===== src/rtl/tm_pkg.sv =====
package tm_pkg;
  localparam int TW = 8;
  typedef logic [TW-1:0] temp_t;

  typedef enum logic [2:0] {
    RA_LOWER = 3'd0,
    RA_UPPER = 3'd1,
    RA_HOT   = 3'd2,
    RA_CFG   = 3'd3,
    RA_LIMIT = 3'd4,
    RA_CLEAR = 3'd5
  } reg_addr_e;

  function automatic temp_t tmax(temp_t a, temp_t b);
    return (a > b) ? a : b;
  endfunction
endpackage


===== src/rtl/tm_scan.sv =====
module tm_scan
  import tm_pkg::*;
#(
  parameter int NC  = 2,
  parameter int PPC = 3
) (
  input  logic                   clk,
  input  logic                   rst_n,
  input  logic                   scan_end,
  input  logic [NC*PPC*TW-1:0]   sens_val,
  input  logic [NC*PPC-1:0]      sens_vld,
  output logic [NC*TW-1:0]       core_q,
  output logic [NC*TW-1:0]       core_nx,
  output temp_t                  die_q,
  output temp_t                  die_nx
);
  genvar c;
  generate
    for (c = 0; c < NC; c++) begin : g_core
      temp_t acc_q, acc_d, cur_q, cur_d, upd;

      always_comb begin
        upd = acc_q;
        for (int k = 0; k < PPC; k++) begin
          if (sens_vld[c*PPC+k]) upd = tmax(upd, sens_val[(c*PPC+k)*TW +: TW]);
        end
        acc_d = scan_end ? '0 : upd;
        cur_d = scan_end ? upd : cur_q;
      end

      always_ff @(posedge clk or negedge rst_n) begin
        if (!rst_n) begin
          acc_q <= '0;
          cur_q <= '0;
        end else begin
          acc_q <= acc_d;
          cur_q <= cur_d;
        end
      end

      assign core_nx[c*TW +: TW] = upd;
      assign core_q[c*TW +: TW]  = cur_q;
    end
  endgenerate

  always_comb begin
    die_nx = '0;
    for (int i = 0; i < NC; i++) die_nx = tmax(die_nx, core_nx[i*TW +: TW]);
  end

  always_ff @(posedge clk or negedge rst_n) begin
    if (!rst_n)        die_q <= '0;
    else if (scan_end) die_q <= die_nx;
  end
endmodule


===== src/rtl/tm_thresh.sv =====
module tm_thresh
  import tm_pkg::*;
#(
  parameter int NC = 2
) (
  input  logic          clk,
  input  logic          rst_n,
  input  logic          scan_end,
  input  temp_t         sel_nx,
  input  temp_t         lo_thr,
  input  temp_t         hi_thr,
  input  logic [NC-1:0] route,
  output logic [NC-1:0] irq_up,
  output logic [NC-1:0] irq_dn
);
  temp_t         prev_q, prev_d;
  logic [NC-1:0] up_d, dn_d;

  always_comb begin
    prev_d = scan_end ? sel_nx : prev_q;
    up_d   = (scan_end && prev_q <= hi_thr && sel_nx > hi_thr) ? route : '0;
    dn_d   = (scan_end && prev_q >= lo_thr && sel_nx < lo_thr) ? route : '0;
  end

  always_ff @(posedge clk or negedge rst_n) begin
    if (!rst_n) begin
      prev_q <= '0;
      irq_up <= '0;
      irq_dn <= '0;
    end else begin
      prev_q <= prev_d;
      irq_up <= up_d;
      irq_dn <= dn_d;
    end
  end
endmodule


===== src/rtl/tm_escalate.sv =====
module tm_escalate
  import tm_pkg::*;
#(
  parameter int MAX_LVL = 3,
  localparam int LW     = $clog2(MAX_LVL + 1)
) (
  input  logic          clk,
  input  logic          rst_n,
  input  logic          scan_end,
  input  temp_t         die_nx,
  input  temp_t         hot_thr,
  input  logic [7:0]    limit,
  input  logic          clr,
  output logic [LW-1:0] lvl_q,
  output logic          oos_irq,
  output logic          oos_flag
);
  logic [LW-1:0] lvl_d;
  logic [7:0]    cnt_q, cnt_d;
  logic          fire, flag_d;
  logic          hot, at_max;

  always_comb begin
    hot    = die_nx > hot_thr;
    at_max = lvl_q == LW'(MAX_LVL);
    lvl_d  = lvl_q;
    cnt_d  = cnt_q;
    fire   = 1'b0;
    if (scan_end) begin
      if (hot && at_max) begin
        fire  = ({1'b0, cnt_q} + 9'd1) == {1'b0, limit};
        cnt_d = (cnt_q == 8'hFF) ? cnt_q : cnt_q + 8'd1;
      end else begin
        cnt_d = '0;
      end
      if (hot)                lvl_d = at_max ? lvl_q : lvl_q + 1'b1;
      else if (lvl_q != '0)   lvl_d = lvl_q - 1'b1;
    end
    flag_d = fire ? 1'b1 : (clr ? 1'b0 : oos_flag);
  end

  always_ff @(posedge clk or negedge rst_n) begin
    if (!rst_n) begin
      lvl_q    <= '0;
      cnt_q    <= '0;
      oos_irq  <= 1'b0;
      oos_flag <= 1'b0;
    end else begin
      lvl_q    <= lvl_d;
      cnt_q    <= cnt_d;
      oos_irq  <= fire;
      oos_flag <= flag_d;
    end
  end
endmodule


===== src/rtl/thermal_monitor.sv =====
module thermal_monitor
  import tm_pkg::*;
#(
  parameter int NUM_CORES    = 2,   // power of two, at most 4
  parameter int PTS_PER_CORE = 3,
  parameter int SCAN_CYCLES  = 16,
  parameter int MAX_LVL      = 3
) (
  input  logic                                 clk,
  input  logic                                 rst_n,
  input  logic [NUM_CORES*PTS_PER_CORE*8-1:0]  sens_val,
  input  logic [NUM_CORES*PTS_PER_CORE-1:0]    sens_vld,
  input  logic                                 ext_hot,
  input  logic                                 wr_en,
  input  logic [2:0]                           wr_addr,
  input  logic [7:0]                           wr_data,
  output logic [NUM_CORES*8-1:0]               core_temp,
  output logic [7:0]                           die_temp,
  output logic [NUM_CORES-1:0]                 irq_up,
  output logic [NUM_CORES-1:0]                 irq_dn,
  output logic                                 throttle_req,
  output logic [$clog2(MAX_LVL+1)-1:0]         throttle_lvl,
  output logic                                 oos_irq,
  output logic                                 oos_flag
);
  localparam int SCW = $clog2(SCAN_CYCLES);
  localparam int CW  = (NUM_CORES > 1) ? $clog2(NUM_CORES) : 1;

  logic [SCW-1:0]       scnt_q, scnt_d;
  logic                 scan_end;
  temp_t                lo_q, lo_d, hi_q, hi_d, hot_q, hot_d, lim_q, lim_d;
  logic [NUM_CORES-1:0] route_q, route_d;
  logic                 dsel_q, dsel_d;
  logic [CW-1:0]        idx_q, idx_d;
  logic                 clr;
  logic [NUM_CORES*TW-1:0] core_nx;
  temp_t                die_nx, sel_nx;

  // scan window counter
  always_comb begin
    scan_end = scnt_q == SCW'(SCAN_CYCLES - 1);
    scnt_d   = scan_end ? '0 : scnt_q + 1'b1;
  end

  // register file next state
  always_comb begin
    lo_d    = lo_q;
    hi_d    = hi_q;
    hot_d   = hot_q;
    lim_d   = lim_q;
    route_d = route_q;
    dsel_d  = dsel_q;
    idx_d   = idx_q;
    if (wr_en) begin
      case (wr_addr)
        RA_LOWER: lo_d  = wr_data;
        RA_UPPER: hi_d  = wr_data;
        RA_HOT:   hot_d = wr_data;
        RA_LIMIT: lim_d = wr_data;
        RA_CFG: begin
          route_d = wr_data[NUM_CORES-1:0];
          dsel_d  = wr_data[4];
          idx_d   = wr_data[5 +: CW];
        end
        default: ;
      endcase
    end
    clr = wr_en && (wr_addr == RA_CLEAR) && wr_data[0];
  end

  always_ff @(posedge clk or negedge rst_n) begin
    if (!rst_n) begin
      scnt_q  <= '0;
      lo_q    <= '0;
      hi_q    <= '1;
      hot_q   <= '1;
      lim_q   <= '0;
      route_q <= '1;
      dsel_q  <= 1'b1;
      idx_q   <= '0;
    end else begin
      scnt_q  <= scnt_d;
      lo_q    <= lo_d;
      hi_q    <= hi_d;
      hot_q   <= hot_d;
      lim_q   <= lim_d;
      route_q <= route_d;
      dsel_q  <= dsel_d;
      idx_q   <= idx_d;
    end
  end

  tm_scan #(.NC(NUM_CORES), .PPC(PTS_PER_CORE)) u_scan (
    .clk(clk), .rst_n(rst_n), .scan_end(scan_end),
    .sens_val(sens_val), .sens_vld(sens_vld),
    .core_q(core_temp), .core_nx(core_nx),
    .die_q(die_temp), .die_nx(die_nx)
  );

  assign sel_nx = dsel_q ? die_nx : core_nx[idx_q*TW +: TW];

  tm_thresh #(.NC(NUM_CORES)) u_thresh (
    .clk(clk), .rst_n(rst_n), .scan_end(scan_end), .sel_nx(sel_nx),
    .lo_thr(lo_q), .hi_thr(hi_q), .route(route_q),
    .irq_up(irq_up), .irq_dn(irq_dn)
  );

  tm_escalate #(.MAX_LVL(MAX_LVL)) u_esc (
    .clk(clk), .rst_n(rst_n), .scan_end(scan_end), .die_nx(die_nx),
    .hot_thr(hot_q), .limit(lim_q), .clr(clr),
    .lvl_q(throttle_lvl), .oos_irq(oos_irq), .oos_flag(oos_flag)
  );

  assign throttle_req = (throttle_lvl != '0) || ext_hot;
endmodule


===== config.mk =====
export PLATFORM = sky130hd
export DESIGN_NAME = thermal_monitor
export DESIGN_NICKNAME = d
export VERILOG_FILES = /design/src/rtl/tm_pkg.sv /design/src/rtl/tm_scan.sv /design/src/rtl/tm_thresh.sv /design/src/rtl/tm_escalate.sv /design/src/rtl/thermal_monitor.sv
export SDC_FILE = /design/constraint.sdc
export NUM_CORES = 1
export LEC_CHECK = 0
export BUFFER_PORTS_ARGS = -buffer_cell sky130_fd_sc_hd__buf_2
export CAP_MARGIN = 20
export CELL_PAD_IN_SITES_DETAIL_PLACEMENT = 0
export CELL_PAD_IN_SITES_GLOBAL_PLACEMENT = 2
export CORE_ASPECT_RATIO = 1.2
export CORE_MARGIN = 5
export CORE_UTILIZATION = 40
export CTS_BUF_LIST = sky130_fd_sc_hd__clkbuf_8
export DETAILED_ROUTE_END_ITERATION = 8
export PLACE_DENSITY_LB_ADDON = 0.12
export SLEW_MARGIN = 20
export SYNTH_ARGS = -nofsm -noshare
export SYNTH_HDL_FRONTEND = slang
export SYNTH_SLANG_ARGS = --single-unit

===== constraint.sdc =====
create_clock -name clk -period 16.6 [get_ports clk]
set_clock_uncertainty 0.1 [all_clocks]
set_input_delay 3.32 -clock clk [delete_from_list [all_inputs] [get_ports clk]]
set_output_delay 3.32 -clock clk [all_outputs]
set_load 0.02 [all_outputs]

; Word level (Yosys, flattened, before mapping)
; Index checks and enable logic that the tools add are counted.
[totals]
ff_bits = 104
inputBits = 69
out_inout_bits = 33
wordCells = 98
[classes]
addsub = 5
magnitude_cmp = 13
eq_ne = 11
n_shift = 1
muxes = 29
n_reduce_logical = 19
[ops]
columns = op, count
row1 = $mux 8, 19
row2 = $gt 8x8->1, 9
row3 = $shiftx 16x5->8, 1
row4 = $reduce_and 2->1, 6
row5 = $mux 2, 5
row6 = $add 8x1->9 const B, 1
row7 = $eq 9x8->1, 1
row8 = $add 8x1->8 const B, 1
row9 = $eq 8x8->1 const B, 1
row10 = $ge 8x8->1, 1
row11 = $gt 1x8->1 const A, 1
row12 = $le 8x8->1, 1
row13 = $lt 8x8->1, 1
row14 = $logic_and 1x1->1, 7
row15 = $eq 3x2->1 const B, 2
row16 = $eq 3x3->1 const B, 2
row17 = $reduce_bool 2->1, 3
row18 = $add 4x1->4 const B, 1
row19 = $eq 4x4->1 const B, 1
row20 = $mux 1, 4
row21 = $mux 4, 1
row22 = $ne 2x2->1 const B, 2
row23 = $eq 3x1->1 const B, 1
row24 = $logic_not 3->1, 1
row25 = other kinds (5), 5

; Logic depth before layout (Yosys ltp)
[depth]
ltp_word = 18
mapped_depth = 47
mapped_depth_nobuf = 44

; By module
; A second synthesis with hierarchy kept.
[hier_totals]
hier_cells = 820
area_unflattened_um2 = 7916.3
[modules_own_cells]
columns = module, n_inst, cells_per_inst, area_each_um2, seq_area_each_um2
row1 = tm_scan, 1, 465, 3950.0, 1001.0
row2 = thermal_monitor, 1, 122, 1755.4, 1024.7
row3 = tm_thresh, 1, 114, 1156.1, 300.3
row4 = tm_escalate, 1, 119, 1054.8, 300.3

; Least setup slack after synthesis
; OpenSTA, ideal clock, no wires.
[synth_path]
path_type = in2reg
start = input port sens_val[7]
end = register u_esc.cnt_q[5]
setup_time_ns = 0.129
t_arrival_ns = 11.105
required_time_ns = 16.371
setup_slack_ns = 5.266
path_stages = 42
n_path_buf = 4
path_cell_list = inv_1 ha_1 nand4_1 nand2b_1 a21o_1 nand3_1 buf_1 mux2_2 ha_1 a211oi_1 nor2_1 o41ai_4 clkbuf_1 nor2_1 a21oi_1 ha_1 nor2b_1 o211ai_1 [6 not listed] and3_1 nand3_1 o31ai_1 a21bo_2 o211ai_4 mux2i_1 ha_1 a21o_1 a21o_1 a21oi_1 o21ai_0 o21a_1 and2_1 nand4_1 clkbuf_1 nor2_1 o21ai_0 o41ai_1
[synth_between]
elab_chain_cells = 17
elab_cells_between_ends = 18
classes_between = 6 x order compare / 1 x eq/ne / 9 x mux / 2 x reduce/logical
[synth_lines]
columns = element, line_no
row1 = start: declaration, thermal_monitor.sv:11  ; input logic [NUM_CORES*PTS_PER_CORE*8-1:0] sens_val,
row2 = $gt 8x8->1, tm_pkg.sv:15  ; return (a > b) ? a : b;
row3 = $mux 8 (*), tm_pkg.sv:15
row4 = $mux 8 (*), tm_scan.sv:25  ; if (sens_vld[c*PPC+k]) upd = tmax(upd, sens_val[(c*PPC+k)*TW +: TW]);
row5 = $gt 8x8->1, tm_pkg.sv:15
row6 = $mux 8, tm_pkg.sv:15
row7 = $mux 8 (*), tm_scan.sv:25
row8 = $gt 8x8->1, tm_pkg.sv:15
row9 = $mux 8, tm_pkg.sv:15
row10 = [1 not listed], n/a
row11 = via core_nx[6], thermal_monitor.sv:36  ; logic [NUM_CORES*TW-1:0] core_nx;
row12 = [1 not listed], n/a
row13 = $mux 8 (*), tm_pkg.sv:15
row14 = $gt 8x8->1, tm_pkg.sv:15
row15 = $mux 8 (*), tm_pkg.sv:15
row16 = via die_nx[5], thermal_monitor.sv:37  ; temp_t die_nx, sel_nx;
row17 = $gt 8x8->1 (*), tm_escalate.sv:24  ; hot = die_nx > hot_thr;
row18 = $logic_and 1x1->1 (*), tm_escalate.sv:30  ; if (hot && at_max) begin
row19 = $ne 2x2->1 (no line), n/a
row20 = $reduce_and 2->1 (no line), n/a
row21 = end signal: assignment, tm_escalate.sv:50  ; cnt_q <= cnt_d;
row22 = end: declaration, tm_escalate.sv:19  ; logic [7:0] cnt_q, cnt_d;
; The timed path passes the listed nets; every way through them passes the cells marked *.
; A chain may end at the register's enable or synchronous reset.

; Final worst setup path
[layout_path]
start = input port sens_val[1]
end = register u_esc.oos_flag
[layout_between]
elab_chain_cells = 18
elab_cells_between_ends = 19
classes_between = 6 x order compare / 11 x mux / 2 x reduce/logical
[layout_lines]
columns = element, line_no
row1 = $gt 8x8->1, tm_pkg.sv:15
row2 = $mux 8 (*), tm_pkg.sv:15
row3 = $mux 8 (*), tm_scan.sv:25
row4 = $gt 8x8->1, tm_pkg.sv:15
row5 = $mux 8, tm_pkg.sv:15
row6 = $mux 8 (*), tm_scan.sv:25
row7 = $gt 8x8->1, tm_pkg.sv:15
row8 = $mux 8, tm_pkg.sv:15
row9 = [1 not listed], n/a
row10 = via core_nx[3], thermal_monitor.sv:36
row11 = [3 not listed], n/a
row12 = $mux 8 (*), tm_pkg.sv:15
row13 = via die_nx[1], thermal_monitor.sv:37
row14 = $gt 8x8->1 (*), tm_escalate.sv:24
row15 = $logic_and 1x1->1 (*), tm_escalate.sv:30
row16 = $mux 1 (*), tm_escalate.sv:30
row17 = $mux 1 (*), tm_escalate.sv:29  ; if (scan_end) begin
row18 = via u_esc.fire, tm_escalate.sv:20  ; logic fire, flag_d;
row19 = $mux 1 / $reduce_bool 2->1 (equally long branches), n/a
row20 = end signal: assignment, tm_escalate.sv:52  ; oos_flag <= flag_d;
row21 = end: declaration, tm_escalate.sv:16  ; output logic oos_flag
; Marks and branches as above.

==> metrics <==
status=finished clean; Peak Freq=around 82 MHz; CTS buffer count=9; Crit path arrival time=roughly 12,000 ps; Syn. warnings=0; vias per cell=approximately 5.4; R2R setup slack=approximately 7100 ps; Synth cell types=60; Post-CTS Resized=0; Starting Density=0.409; setup TNS=0 ps; Power Density=141 nW/µm²; most frequent cells in the layout=buf_2, ha_1, dfrtp_1; row cnt=between 50 and 60; # nets final=1,042; PnR worst setup slack=roughly 4500 ps; Synth async-reset ratio=1.00; synthesized area=slightly above 7000 µm²; worst vdd ir=roughly 55 µV; Hold Path End=u_scan.g_core[1].cur_q[4]; number of flops mapped to enable cells by yosys=0; final worst path period need=12,140 ps; CTS root buffer=clkbuf_8; Initial DRC Count=~250; Final Cycle Share=0.731; final core area utilization=0.466; DRC=0; slew margin rel.=0.298; Place WS=4000 ps; total leakage power=slightly above 4 nW; number of global-route vias before repair=approximately 6,100; Mapped Avg Cell Area=9.36 µm²; CTS Hold Bufs=0; Crit-path slowest cell=o41ai_4; gr usage total=0.189; Final Setup Violations=0; CTS tree=built; Hold Startpoint=u_scan.g_core[1].cur_q[4]; hold slack final=379 ps; critical path endpoint category=flip-flop; I/O pins=between 100 and 150; FF-to-FF Start=u_scan.g_core[0].acc_q[7]; DRT Pass-1 Iters=5; Max Cap Viol=0; GPL Wtd Cong=roughly 0.9; global-route wire length before repair=~32,000 µm; Gate Count Post-Synth=771; crit-path max cell delay=roughly 770 ps; IO Port Bufs=slightly above 100; Slew Viols, Final=0; via count=between 5,000 and 6,000; most frequent CP cell=ha_1; H-tree depth=3; DR WL/cell=about 18 µm; CTS Buffer Depth=2; share of cells above drive strength 1=0.220; unrepaired setup endpoints after global routing=false; post-CTS repair timing setup buffer count=0; hold-critical path depth=1; sequential area share after synthesis=0.364; hpwl dp=around 15,000 µm; Worst Hold Class=reg2reg; grt ovf=0; largest net degree at the start of global routing=72; Final ANT Viol Nets=0; Worst Path Max Fanout=19; Critical R2R Capture=u_esc.oos_flag; worst slew pin tran=1040 ps; CP startpoint kind=primary input; syn_nets=935; P&R area growth vs syn=13.9%; WP data required=16,820 ps; die width=approximately 130 µm; final-report hold violation count=0; full die area=roughly 21,000 µm²; worst reg2reg path depth=40; leading cell type in the layout, fill and taps excluded=buf_2; Clock Latency Late Sink=between 300 and 400 ps; Die Ht=~160 µm; critical path class=in2reg; Yosys reg bits=104; Core ar.=17,600 µm²; clock sink count=approximately 100; initial antenna violation count=0; Primary FF master, synth=dfrtp_1; total wire length=about 19,000 µm; antenna cells=0; CTS clk-pin slew, worst paths=about 100 ps
synth_stat cells, types with 19 or more instances:
library cell  count  area share
nand2_1          53       0.028
nor2_1           60       0.031
inv_1            81       0.042
dfstp_2          19       0.069
a21oi_1          47       0.033
mux2_2           30       0.047
dfrtp_1          85        0.29
ha_1             95        0.16
mux2i_1          29       0.040
a21o_1           29       0.030
o21ai_0          66       0.046
power breakdown:
part | total (mW) | switching [mW] | internal [mW]
Sequential | 0.373 | 0.0461 | 0.327
Combinational | 0.626 | 0.359 | 0.267
Clock | 0.160 | 0.0874 | 0.0731
Total | 1.16 | 0.493 | 0.667
flip-flops by register name (all words and copies together), names as in the netlist, 2 cells and up:
| signal | cells |
|---|---|
| u_scan.g_core.acc_q | 16 |
| u_scan.g_core.cur_q | 16 |
| hi_q | 8 |
| hot_q | 8 |
| lim_q | 8 |
| lo_q | 8 |
| u_esc.cnt_q | 8 |
| u_scan.die_q | 8 |
| u_thresh.prev_q | 8 |
| scnt_q | 4 |
| route_q | 2 |
| u_esc.lvl_q | 2 |
| u_thresh.irq_dn | 2 |
| u_thresh.irq_up | 2 |
final cells by class:
type	count	area [µm²]
fillers	1695	9420
multi-input cells	565	4190
flip-flops and latches	104	2630
repair buffers	117	628
inverters	81	304
well taps	220	275
clock buffers	10	138
clock inverters	6	60.1
routing by layer:
metal  wire length, µm  up-vias  global-route usage  part of all wire
li1                  -     2930                   -                 -
met1              8790     2871               0.244              0.45
met2              9630      109               0.331              0.50
met3               673       15              0.0313             0.035
met4               305        0              0.0490             0.016
met5                 0        -                   0                 0
critical path: cells and delay by family:
kind	cells	cell delay, ps
AO/OA/AOI/OAI	18	3660
AND/OR/NAND/NOR	12	2180
adder cells (fa/ha/maj)	5	1440
multiplexers	3	1230
buffers and inverters	4	490
kinds of logic (layout without fill, tap and decap cells):
| logic type | after synthesis | in the layout | synth area share |
|---|---|---|---|
| XOR/XNOR | 14 | 14 | 0.0170 |
| flip-flops | 104 | 104 | 0.364 |
| AO/OA/AOI/OAI | 193 | 193 | 0.174 |
| adder cells (fa/ha/maj) | 95 | 95 | 0.165 |
| multiplexers | 59 | 59 | 0.0870 |
| buffers and inverters | 102 | 214 | 0.0555 |
| AND/OR/NAND/NOR | 204 | 204 | 0.137 |
stage by stage:
stage	power, mW	area, µm²	std cells
finish	1.16	8220	1103
global route	1.26	8220	1103
floorplan	0.808	7220	771
detailed placement	1.01	8020	1087
global placement	0.983	8020	1087
CTS	1.17	8220	1103
worst max-delay path by stage:
stage,endpoint,cells past startpoint,from,slack (ps)
5_1_grt,u_esc.oos_flag,42,sens_val[1],3380
6_report,u_esc.oos_flag,42,sens_val[1],4460
2_1_floorplan,u_esc.cnt_q[5],42,sens_val[7],5270
3_5_place_dp,u_esc.oos_flag,43,sens_val[1],4000
4_1_cts,u_esc.oos_flag,43,sens_val[7],4450
3_3_place_gp,u_esc.oos_flag,44,sens_val[7],4300
Note: power is estimated with default switching activity, not from simulation.
